<file path="config.mk">
export PLATFORM = sky130hd
export DESIGN_NAME = tlb_prot
export DESIGN_NICKNAME = d
export VERILOG_FILES = /design/src/rtl/tlb_pkg.sv /design/src/rtl/tlb_match.sv /design/src/rtl/tlb_victim.sv /design/src/rtl/tlb_prot.sv
export SDC_FILE = /design/constraint.sdc
export NUM_CORES = 1
export LEC_CHECK = 0
export BUFFER_PORTS_ARGS = -buffer_cell sky130_fd_sc_hd__buf_2
export CORE_MARGIN = 2
export CORE_UTILIZATION = 40
export CTS_BUF_LIST = sky130_fd_sc_hd__clkbuf_16
export DETAILED_ROUTE_END_ITERATION = 8
export PLACE_DENSITY = 0.6
export SLEW_MARGIN = 20
export SYNTH_ARGS = -nofsm -noshare
export SYNTH_HDL_FRONTEND = slang
export SYNTH_SLANG_ARGS = --single-unit
</file>
<file path="constraint.sdc">
create_clock -name clk -period 11.6 [get_ports clk]
set_input_delay 2.32 -clock clk [delete_from_list [all_inputs] [get_ports clk]]
set_output_delay 2.32 -clock clk [all_outputs]
set_load 0.03 [all_outputs]
</file>
<file path="src/rtl/tlb_pkg.sv">
package tlb_pkg;
  localparam int VA_W      = 32;
  localparam int PA_W      = 32;
  localparam int OFS_W     = 12;
  localparam int LRG_OFS_W = 22;
  localparam int VPN_W     = VA_W - OFS_W;
  localparam int PPN_W     = PA_W - OFS_W;
  localparam int LRG_LOW_W = LRG_OFS_W - OFS_W;

  typedef struct packed {
    logic             v;
    logic             r;
    logic             w;
    logic             d;
    logic             l;
    logic [VPN_W-1:0] vpn;
    logic [PPN_W-1:0] ppn;
  } tlb_ent_t;
endpackage

</file>
<file path="src/rtl/tlb_match.sv">
module tlb_match
  import tlb_pkg::*;
(
  input  tlb_ent_t         ent,
  input  logic [VPN_W-1:0] vpn,
  output logic             hit
);
  logic hi_eq;
  logic lo_eq;

  always_comb begin
    hi_eq = (ent.vpn[VPN_W-1:LRG_LOW_W] == vpn[VPN_W-1:LRG_LOW_W]);
    lo_eq = (ent.vpn[LRG_LOW_W-1:0] == vpn[LRG_LOW_W-1:0]);
    hit   = ent.v & hi_eq & (ent.l | lo_eq);
  end
endmodule

</file>
<file path="src/rtl/tlb_victim.sv">
module tlb_victim #(
  parameter int NUM_ENT = 8,
  parameter int IDX_W   = $clog2(NUM_ENT)
) (
  input  logic               clk,
  input  logic               rst_n,
  input  logic [NUM_ENT-1:0] valid_vec,
  input  logic               alloc,
  input  logic               clr,
  output logic [IDX_W-1:0]   victim
);
  logic [IDX_W-1:0] rr_q;
  logic [IDX_W-1:0] rr_d;
  logic [IDX_W-1:0] first_free;
  logic             full;
  logic             rr_en;

  always_comb begin
    first_free = '0;
    for (int i = NUM_ENT - 1; i >= 0; i--) begin
      if (!valid_vec[i]) first_free = IDX_W'(i);
    end
    full   = &valid_vec;
    victim = full ? rr_q : first_free;
  end

  always_comb begin
    rr_d  = rr_q;
    rr_en = 1'b0;
    if (clr) begin
      rr_d  = '0;
      rr_en = 1'b1;
    end else if (alloc && full) begin
      rr_d  = (rr_q == IDX_W'(NUM_ENT - 1)) ? '0 : rr_q + 1'b1;
      rr_en = 1'b1;
    end
  end

  always_ff @(posedge clk or negedge rst_n) begin
    if (!rst_n)     rr_q <= '0;
    else if (rr_en) rr_q <= rr_d;
  end

  AST_VICTIM_FREE: assert property (@(posedge clk) disable iff (!rst_n)
    !full |-> !valid_vec[victim]);
  AST_RR_AFTER_CLR: assert property (@(posedge clk) disable iff (!rst_n)
    clr |=> (rr_q == '0));
endmodule

</file>
<file path="src/rtl/tlb_prot.sv">
module tlb_prot
  import tlb_pkg::*;
#(
  parameter int NUM_ENT = 8
) (
  input  logic             clk,
  input  logic             rst_n,
  input  logic             lk_valid,
  input  logic [VA_W-1:0]  lk_va,
  input  logic             lk_write,
  input  logic             lk_user,
  output logic [PA_W-1:0]  lk_pa,
  output logic             lk_hit,
  output logic             lk_miss,
  output logic             lk_fault,
  output logic             lk_dirty,
  input  logic             rf_valid,
  input  logic [VPN_W-1:0] rf_vpn,
  input  logic [PPN_W-1:0] rf_ppn,
  input  logic             rf_rd,
  input  logic             rf_wr,
  input  logic             rf_dirty,
  input  logic             rf_large,
  input  logic             flush
);
  localparam int IDX_W = $clog2(NUM_ENT);

  tlb_ent_t           ents_q [NUM_ENT];
  tlb_ent_t           ents_d [NUM_ENT];
  logic [NUM_ENT-1:0] match_vec;
  logic [NUM_ENT-1:0] valid_vec;
  logic [NUM_ENT-1:0] dirty_vec;
  logic [IDX_W-1:0]   hit_idx;
  logic [IDX_W-1:0]   victim;
  tlb_ent_t           sel;
  logic               hit_any;
  logic               perm_ok;
  logic               dirty_set;
  logic               alloc;
  logic               upd_en;

  for (genvar g = 0; g < NUM_ENT; g++) begin : g_ent
    tlb_match u_match (
      .ent (ents_q[g]),
      .vpn (lk_va[VA_W-1:OFS_W]),
      .hit (match_vec[g])
    );
    assign valid_vec[g] = ents_q[g].v;
    assign dirty_vec[g] = ents_q[g].d;
  end

  assign alloc = rf_valid & ~flush;

  tlb_victim #(.NUM_ENT(NUM_ENT), .IDX_W(IDX_W)) u_victim (
    .clk       (clk),
    .rst_n     (rst_n),
    .valid_vec (valid_vec),
    .alloc     (alloc),
    .clr       (flush),
    .victim    (victim)
  );

  // Lookup and permission check, all in the request cycle
  always_comb begin
    hit_idx = '0;
    for (int i = 0; i < NUM_ENT; i++) begin
      if (match_vec[i]) hit_idx = IDX_W'(i);
    end
    hit_any  = |match_vec;
    sel      = ents_q[hit_idx];
    perm_ok  = ~lk_user | (lk_write ? sel.w : sel.r);
    lk_hit   = lk_valid & hit_any & perm_ok;
    lk_fault = lk_valid & hit_any & ~perm_ok;
    lk_miss  = lk_valid & ~hit_any;
    lk_dirty = lk_hit & sel.d;
    if (!lk_hit)    lk_pa = '0;
    else if (sel.l) lk_pa = {sel.ppn[PPN_W-1:LRG_LOW_W], lk_va[LRG_OFS_W-1:0]};
    else            lk_pa = {sel.ppn, lk_va[OFS_W-1:0]};
  end

  // Entry next state: dirty marking, then refill, then flush (later wins)
  always_comb begin
    dirty_set = lk_hit & lk_write & ~sel.d;
    upd_en    = dirty_set | rf_valid | flush;
    for (int i = 0; i < NUM_ENT; i++) ents_d[i] = ents_q[i];
    if (dirty_set) ents_d[hit_idx].d = 1'b1;
    if (alloc) begin
      ents_d[victim].v   = 1'b1;
      ents_d[victim].r   = rf_rd;
      ents_d[victim].w   = rf_wr;
      ents_d[victim].d   = rf_dirty;
      ents_d[victim].l   = rf_large;
      ents_d[victim].vpn = rf_vpn;
      ents_d[victim].ppn = rf_ppn;
    end
    if (flush) begin
      for (int i = 0; i < NUM_ENT; i++) ents_d[i].v = 1'b0;
    end
  end

  always_ff @(posedge clk or negedge rst_n) begin
    if (!rst_n) begin
      for (int i = 0; i < NUM_ENT; i++) ents_q[i] <= '0;
    end else if (upd_en) begin
      for (int i = 0; i < NUM_ENT; i++) ents_q[i] <= ents_d[i];
    end
  end

  AST_ONE_OUTCOME: assert property (@(posedge clk) disable iff (!rst_n)
    $onehot0({lk_hit, lk_miss, lk_fault}));
  AST_IDLE_QUIET: assert property (@(posedge clk) disable iff (!rst_n)
    !lk_valid |-> !(lk_hit | lk_miss | lk_fault | lk_dirty));
  AST_SINGLE_MATCH: assert property (@(posedge clk) disable iff (!rst_n)
    $onehot0(match_vec));
  AST_FAULT_NO_ADDR: assert property (@(posedge clk) disable iff (!rst_n)
    lk_fault |-> (lk_pa == '0));
  AST_KERNEL_NO_FAULT: assert property (@(posedge clk) disable iff (!rst_n)
    !lk_user |-> !lk_fault);
  AST_DIRTY_STICKS: assert property (@(posedge clk) disable iff (!rst_n)
    (lk_hit & lk_write & !rf_valid & !flush) |=> (($past(match_vec) & ~dirty_vec) == '0));
  AST_FLUSH_EMPTY: assert property (@(posedge clk) disable iff (!rst_n)
    flush |=> (valid_vec == '0));
endmodule

</file>
# Word-level counts from Yosys, hierarchy flattened
# Cells that the tools add are included.
# classes
n_addsub,1
mul,0
n_div,0
n_lt_le_gt_ge,4
n_eq_ne,17
shift,0
mux,61
n_bitwise,42
n_reduce_logical,7
# op_table
operator,n
bitwise mux 360 bit,8
demux 45 bit (select 3 bit),8
2-to-1 mux 360 bit,2
equality test 10 bit,16
binary-select mux 45 bit (select 3 bit),1
2-to-1 mux 44 bit,3
2-to-1 mux 42 bit,2
2-to-1 mux 3 bit,17
2-to-1 mux 45 bit,1
2-to-1 mux 43 bit,1
2-to-1 mux 41 bit,1
2-to-1 mux 40 bit,1
2-to-1 mux 32 bit,1
AND 1 bit,24
2-to-1 mux 22 bit,1
2-to-1 mux 20 bit,1
2-to-1 mux 1 bit,12
OR 1 bit,11
">= comparator 4 bit, second input constant",2
"< comparator 4 x 1 -> 1 bit, second input constant",2
NOT 3 -> 4 bit,2
AND reduction 8 bit,1
OR reduction 8 bit,1
NOT 1 bit,5
other kinds (6),8
# word_totals
reg_bits,363
latchBits,0
ram_bits,0
romBits,0
in_bits,83
out_inout_bits,36
elab_cells,189
mem_count,0

# Logic depth before layout (Yosys ltp)
# Gate-level depths: netlist of run 1.
# logic_depth
ltp_word,29
mapped_depth,14
ltp_nobuf,10

# Cells and area by module
# Synthesis of run 1 repeated with hierarchy kept, for this count alone.
# unflattened
hier_cells,1546
hier_area_um2,17275.3
# by_module_without_submodules
mod,n_inst,cells_each,area_per_inst_um2,seq_area_each_um2
tlb_prot,1,1299,15219.6,9008.6
tlb_match,8,27,226.5,0.0
tlb_victim,1,31,244.0,75.1

# Worst setup path before layout of run 1
# Ideal clock, no wire load.
# synth_timing
path_type,input-to-output
startpoint,input port lk_va[24]
endpoint,output port lk_pa[23]
t_arrival_ns,5.133
t_required_ns,9.280
setup_slack_ns,4.147
stages,13
n_path_buf,4
cell_sequence,buf_2 > xnor2_1 > nand3_1 > or3_1 > buf_2 > o22ai_2 > or4_4 > buf_6 > buf_6 > nor2_1 > nor4_1 > o211ai_1 > nor3_1
# synth_via
elab_chain_cells,18
# synth_lines
item,line,rtl
start: declaration,tlb_prot.sv:9,"input logic [VA_W-1:0] lk_va,"
equality test 10 bit,tlb_match.sv:12,hi_eq = (ent.vpn[VPN_W-1:LRG_LOW_W] == vpn[VPN_W-1:LRG_LOW_W]);
AND 1 bit (2 in series),tlb_match.sv:14,hit = ent.v & hi_eq & (ent.l | lo_eq);
2-to-1 mux 1 bit,tlb_prot.sv:67,if (match_vec[i]) hit_idx = IDX_W'(i);
2-to-1 mux 2 bit,tlb_prot.sv:67,
2-to-1 mux 3 bit (5 in series),tlb_prot.sv:67,
NOT 3 -> 4 bit (not written as such),tlb_prot.sv:70,sel = ents_q[hit_idx];
binary-select mux 45 bit (select 3 bit),tlb_prot.sv:70,
2-to-1 mux 44 bit (not written as such) (2 in series),tlb_prot.sv:70,
2-to-1 mux 1 bit,tlb_prot.sv:71,perm_ok = ~lk_user | (lk_write ? sel.w : sel.r);
OR 1 bit,tlb_prot.sv:71,
AND 1 bit,tlb_prot.sv:72,lk_hit = lk_valid & hit_any & perm_ok;
2-to-1 mux 32 bit (*),tlb_prot.sv:76,if (!lk_hit) lk_pa = '0;
end: declaration,tlb_prot.sv:12,"output logic [PA_W-1:0] lk_pa,"
# Mark *: on every way between the ends. The rest lies on a longest branch, timed or not. The select of a mux whose other input is x is not followed.

# Worst setup path in the final report of run 1
# layout_timing
startpoint,input port lk_va[22]
endpoint,output port lk_pa[21]
# The elaborated chain is that of the path after synthesis.

==> results.toml, run 1 <==
[logic_synthesis]
ys_seq_area_share_pct = 50.5
yosysTopAreaCellShare_pct = 50.5
syn_nets = 1527
synth.avg_cell_area_sq_um = 12.5
ys_types = 78
synth_edf_count = 0
synth_area_leaders = "dfrtp_1 50%, mux2_2 22%, xnor2_1 4.6%"
async_flop_share_pct = 100
yosysTopAreaCell = "dfrtp_1"
syn_inst = 1442
synth_area_sq_um = 18000
ys_warn_count = 0
synth-main-ff-cell = "dfrtp_1"
ys_ff_latch = 363

[sta]
worst_pin_slew_ns = 1.06
maxSlewViolCount = 0
rsz0062_at_grt = "false"
hold_viol = 0
setup_tns_ns = 0
setup_violations = 0
setup_slack_ns = 2.56
period_share_pct = 77.9
period_needed_ns = 9.04
max_slew_margin_pct = 29.1
max_freq_ghz = 0.111
clock_skew_ns = 0.0256

[worst_hold_path]
hold_class = "flip-flop to flip-flop"

[drt]
ant_nets = 0
dr_total_vias = 11800
detail_route.wl_per_cell_um = 22.5
finalWirelength_um = 48700
drtIter0Drc = 875
vias_per_cell = 5.46
route.detailed.drc = 0
first_pass_iters = 5

[place]
dp_cells = 2090
post-place-ws_ns = 2.61
gp_congestion = 0.835
port_buffers = 118
hpwl_um = 32800

[finish]
layout.cells.most_common = "dfrtp_1"
area_growth_pct = 12.8
fin_nets = 1626
drive_gt1_share_pct = 36.8
fin_cells = 2166
fill_cells = 4104
final_cell_mix = "363 x dfrtp_1, 344 x mux2_2, 117 x buf_2"

[floorplan]
start_util_pct = 40.6
dieHeight_um = 216
rows = 77
die_w_um = 216
fp.coreArea_sq_um = 44300
pin_count = 119
dieArea_sq_um = 46700

[pwr]
p_per_area_nw_per_um2 = 158
leakage_nw = 9.43
vdd.ir_drop.worst_mv = 0.106

[clock_network]
cts-root-buf = "clkbuf_16"
cts_made_buffers = 41
cts_setup_buffers = 0
cts_resized = 0
clkLatencyLatePin_ns = 0.57
clkTransAtPathRegs_ns = 0.06
htreeDepth = 2
cts_tree = "built"
cts_sinks = 363
hold_buffers = 0
clock_tree.buffer_depth = 3

[global_routing]
grt_first_pass_wirelength_um = 75600
grt_pass1_vias = 12200
grt_max_degree = 91
antenna_found_initial = 3
gr-total-overflow = 0
grt_usage_pct = 21.2

[critical_path]
required_ns = 9.28
worstPathMaxFanout = 22
critical_path_class = "primary input to output pin"
worst_setup_path_end_kind = "output pin"
start_kind = "primary input"
arrival_ns = 6.72

[run]
cap_violations = 0

[outcome]
status = "complete, no violations"
cell families after synthesis:
| kind of cell | share of synthesized area [%] |
|---|---|
| muxes | 23.6 |
| DFF | 50.5 |
| and+or+nand+nor | 9.30 |
| xor gates and xnor gates | 7.83 |
| AOI/OAI and AO/OA | 5.64 |
| buffers and inverters | 3.05 |
| adders and majority gates | 0.139 |
where the power goes:
group	switching, mW	internal (mW)	leakage [nW]
registers	0.0932	1.42	4.85
logic	0.246	0.229	3.94
clock network	0.529	0.681	0.646
per-stage QoR:
stage | power [mW] | area, sq um | utilization, % | hold WS (ns)
detailed placement | 2.01 | 19000 | 43.0 | 0.487
global route | 3.35 | 20300 | 45.8 | 0.506
global placement | 2.00 | 19000 | 43.0 | 0.483
CTS | 3.24 | 20300 | 45.8 | 0.501
floorplan | 1.84 | 18000 | - | 0.469
finish | 3.20 | 20300 | 45.8 | 0.500
synth_stat cells, types with 3 or more instances:
cell type  number
a21o_1          5
a21oi_1        16
a22o_1          8
a31oi_1         3
a41o_1          3
a41oi_1         5
and2_1         18
buf_2          11
buf_4          10
buf_6          13
clkbuf_1       44
dfrtp_1       363
inv_1          20
mux2_2        344
mux2i_1        37
nand2_1        36
nand2b_1        6
nand3_1        24
nand4_1        35
nor2_1         83
nor2b_1         3
nor3_1         43
nor3b_1         9
nor4_1         18
nor4_2          6
o211a_1         4
o211ai_1        6
o21ai_0        21
o21ai_1         3
o221a_2         8
o221ai_1        6
o31ai_2         4
or3_1          10
or4_1           5
xnor2_1        95
xor2_1         64
final timing paths:
check                                   startpoint                  endpoint  slack, ns  cells after the start
min reg2reg                 ents_q[48]$_DFFE_PN0P_    ents_q[48]$_DFFE_PN0P_       0.50                      1
min in group asynchronous                    rst_n   ents_q[249]$_DFFE_PN0P_       1.74                      1
max reg2reg                ents_q[205]$_DFFE_PN0P_  dirty_vec[1]$_DFFE_PN0P_       7.73                      9
max in group asynchronous                    rst_n  dirty_vec[5]$_DFFE_PN0P_       7.46                      3
max                                      lk_va[22]                 lk_pa[21]       2.56                     12
min                         ents_q[48]$_DFFE_PN0P_    ents_q[48]$_DFFE_PN0P_       0.50                      1
routing by layer:
metal	share of wire, %	global-route usage, %	vias to the layer above
met5	0.029	0	-
met4	1.8	4.79	2
met3	4.3	3.62	58
met2	47	33.8	229
met1	47	30.1	6139
li1	-	-	5388
flip-flops by register name, summed over array words and instances (netlist names):
name,cells
dirty_vec,8
u_victim.rr_q,3
ents_q,352
layout make-up:
class	instances	area (sq um)	share of cell area [%]
Antenna cell	3	7.51	0.0370
Clock buffer	42	1050	5.18
Clock inverter	31	191	0.943
Inverter	21	83.8	0.413
Multi-Input combinational cell	977	8400	41.4
Sequential cell	363	9080	44.7
Tap cell	592	741	3.65
Timing Repair Buffer	137	743	3.66
worst max-delay path, cell delays in order:
cell and delay [ns]:
buf_2 0.18, xnor2_1 0.33, nand4_1 0.17, or3_1 0.64, or2_1 0.67, nand3_1 0.22, buf_4 0.34, o221ai_2 0.14
a21oi_2 0.71, or4b_1 0.58, a21oi_1 0.18, buf_2 0.22
No activity file was read; power rests on OpenSTA's default activity.
==> run 2: changes to the inputs <==
--- a/config.mk
+++ b/config.mk
@@ -10,7 +10,7 @@
 export CORE_UTILIZATION = 40
 export CTS_BUF_LIST = sky130_fd_sc_hd__clkbuf_16
 export DETAILED_ROUTE_END_ITERATION = 8
-export PLACE_DENSITY = 0.6
+export PLACE_DENSITY = 0.62
 export SLEW_MARGIN = 20
 export SYNTH_ARGS = -nofsm -noshare
 export SYNTH_HDL_FRONTEND = slang
==> constraint.sdc (replaced) <==
create_clock -name clk -period 7.9 [get_ports clk]
set_input_delay 1.58 -clock clk [delete_from_list [all_inputs] [get_ports clk]]
set_output_delay 1.58 -clock clk [all_outputs]
set_load 0.03 [all_outputs]
==> results.toml, run 2 (synthesized netlist as in run 1, its figures left out) <==
[drt]
detail_route.wl_per_cell_um = 22.2
drtIter0Drc = 857
ant_nets = 0
first_pass_iters = 5
dr_total_vias = 12000
route.detailed.drc = 0
finalWirelength_um = 48100
vias_per_cell = 5.53

[sta]
max_slew_margin_pct = 30.6
clock_skew_ns = 0.0193
worst_pin_slew_ns = 1.04
maxSlewViolCount = 0
max_freq_ghz = 0.143
setup_tns_ns = 0
period_needed_ns = 7.01
setup_violations = 0
period_share_pct = 88.7
hold_viol = 0
rsz0062_at_grt = "false"

[finish]
multiInputGateArea_sq_um = 8400
regMostFlops = "ents_q"
seq_area_sq_um = 9080
diodes = 0
final_cell_mix = "363 x dfrtp_1, 344 x mux2_2, 117 x buf_2"
fin_nets = 1630
fill_cells = 4149
utilization_pct = 45.8
final_area_sq_um = 20300
drive_gt1_share_pct = 36.5
fin_cells = 2170
layout.cells.most_common = "dfrtp_1"
area_growth_pct = 12.8
largest_reg_flops = 352

[run]
cap_violations = 0

[critical_path]
critical_path_class = "primary input to output pin"
worstPathMaxFanout = 10
worst_setup_path_end_kind = "output pin"
reg2reg_depth = 9
start_kind = "primary input"
arrival_ns = 5.43
required_ns = 6.32

[global_routing]
grt_usage_pct = 21.0
grt_pass1_vias = 12500
grt_max_degree = 165
gr-total-overflow = 0
antenna_found_initial = 1
grt_first_pass_wirelength_um = 75400

[floorplan]
dieArea_sq_um = 46700
pin_count = 119
start_util_pct = 40.6
die_w_um = 216
dieHeight_um = 216
rows = 77
fp.coreArea_sq_um = 44300

[clock_network]
hold_buffers = 0
cts_sinks = 363
cts_resized = 0
clock_tree.buffer_depth = 3
cts-root-buf = "clkbuf_16"
cts_made_buffers = 42
cts_tree = "built"
clkTransAtPathRegs_ns = 0.05
clkLatencyLatePin_ns = 0.56
cts_setup_buffers = 0
htreeDepth = 2

[place]
gp_congestion = 0.910
postPlaceCellArea_sq_um = 19100
port_buffers = 118
hpwl_um = 32700
dp_cells = 2093

[pwr]
leakage_nw = 9.44
total_power_mw = 4.65
p_seq_share_pct = 47.9
clkPwrFrac_pct = 37.4
comb_power_share_pct = 14.8
p_sw_mw = 1.25
sw_frac_of_total_pct = 27.0
cell_internal_pwr_mw = 3.39
p_per_area_nw_per_um2 = 229
vdd.ir_drop.worst_mv = 0.139

[worst_hold_path]
hold_class = "flip-flop to flip-flop"
hold_path_depth = 1

[outcome]
status = "complete, no violations"
==> run 2: path summary, 6_finish.rpt <==
path                                    startpoint                        to  slack [ns]
max in group asynchronous                    rst_n    ents_q[82]$_DFFE_PN0P_        5.40
min in group asynchronous                    rst_n   ents_q[246]$_DFFE_PN0P_        1.03
min                        ents_q[189]$_DFFE_PN0P_   ents_q[189]$_DFFE_PN0P_        0.50
max reg2reg                ents_q[250]$_DFFE_PN0P_  dirty_vec[1]$_DFFE_PN0P_        4.45
max                                      lk_va[14]                 lk_pa[23]        0.89
min reg2reg                ents_q[189]$_DFFE_PN0P_   ents_q[189]$_DFFE_PN0P_        0.50
==> run 2: power by group through the flow <==
stage	Clock, mW	Sequential (mW)	Combinational [mW]
after floorplan	0	2.22	0.487
after global placement	0	2.25	0.676
after detailed placement	0	2.26	0.692
after CTS	1.78	2.22	0.694
after global routing	1.87	2.25	0.755
final	1.74	2.22	0.686
==> run 2: through the flow <==
step	hold slack, ns	setup WS [ns]
global placement	0.483	0.712
global route	0.510	0.647
finish	0.499	0.889
detailed placement	0.488	0.896
CTS	0.501	0.901
floorplan	0.469	1.93
==> run 2: per-layer routing <==
metal | part of all wire (%) | routed length, um | track usage, %
met4 | 2.0 | 954 | 5.46
met2 | 48 | 23200 | 34.7
met3 | 5.2 | 2520 | 4.38
met5 | 0.025 | 12 | 0
met1 | 45 | 21500 | 28.2
==> run 2: critical path, stage by stage <==
cell and delay [ns]:
buf_2 0.32, xor2_1 0.12, nor4_1 0.66, a41oi_1 0.25
o211ai_2 0.28, nor4b_4 0.56, a21oi_1 0.21, a22oi_4 0.26
nand2b_1 0.40, buf_4 0.34, nor3_1 0.20, buf_2 0.22
==> run 2: layout make-up <==
type / count / share of cell area [%]
clock buffer: 42 / 5.18
clock inverter: 35 / 0.820
inverter: 21 / 0.413
multi-input combinational: 977 / 41.4
sequential: 363 / 44.7
tap: 592 / 3.65
timing repair buffer: 140 / 3.85
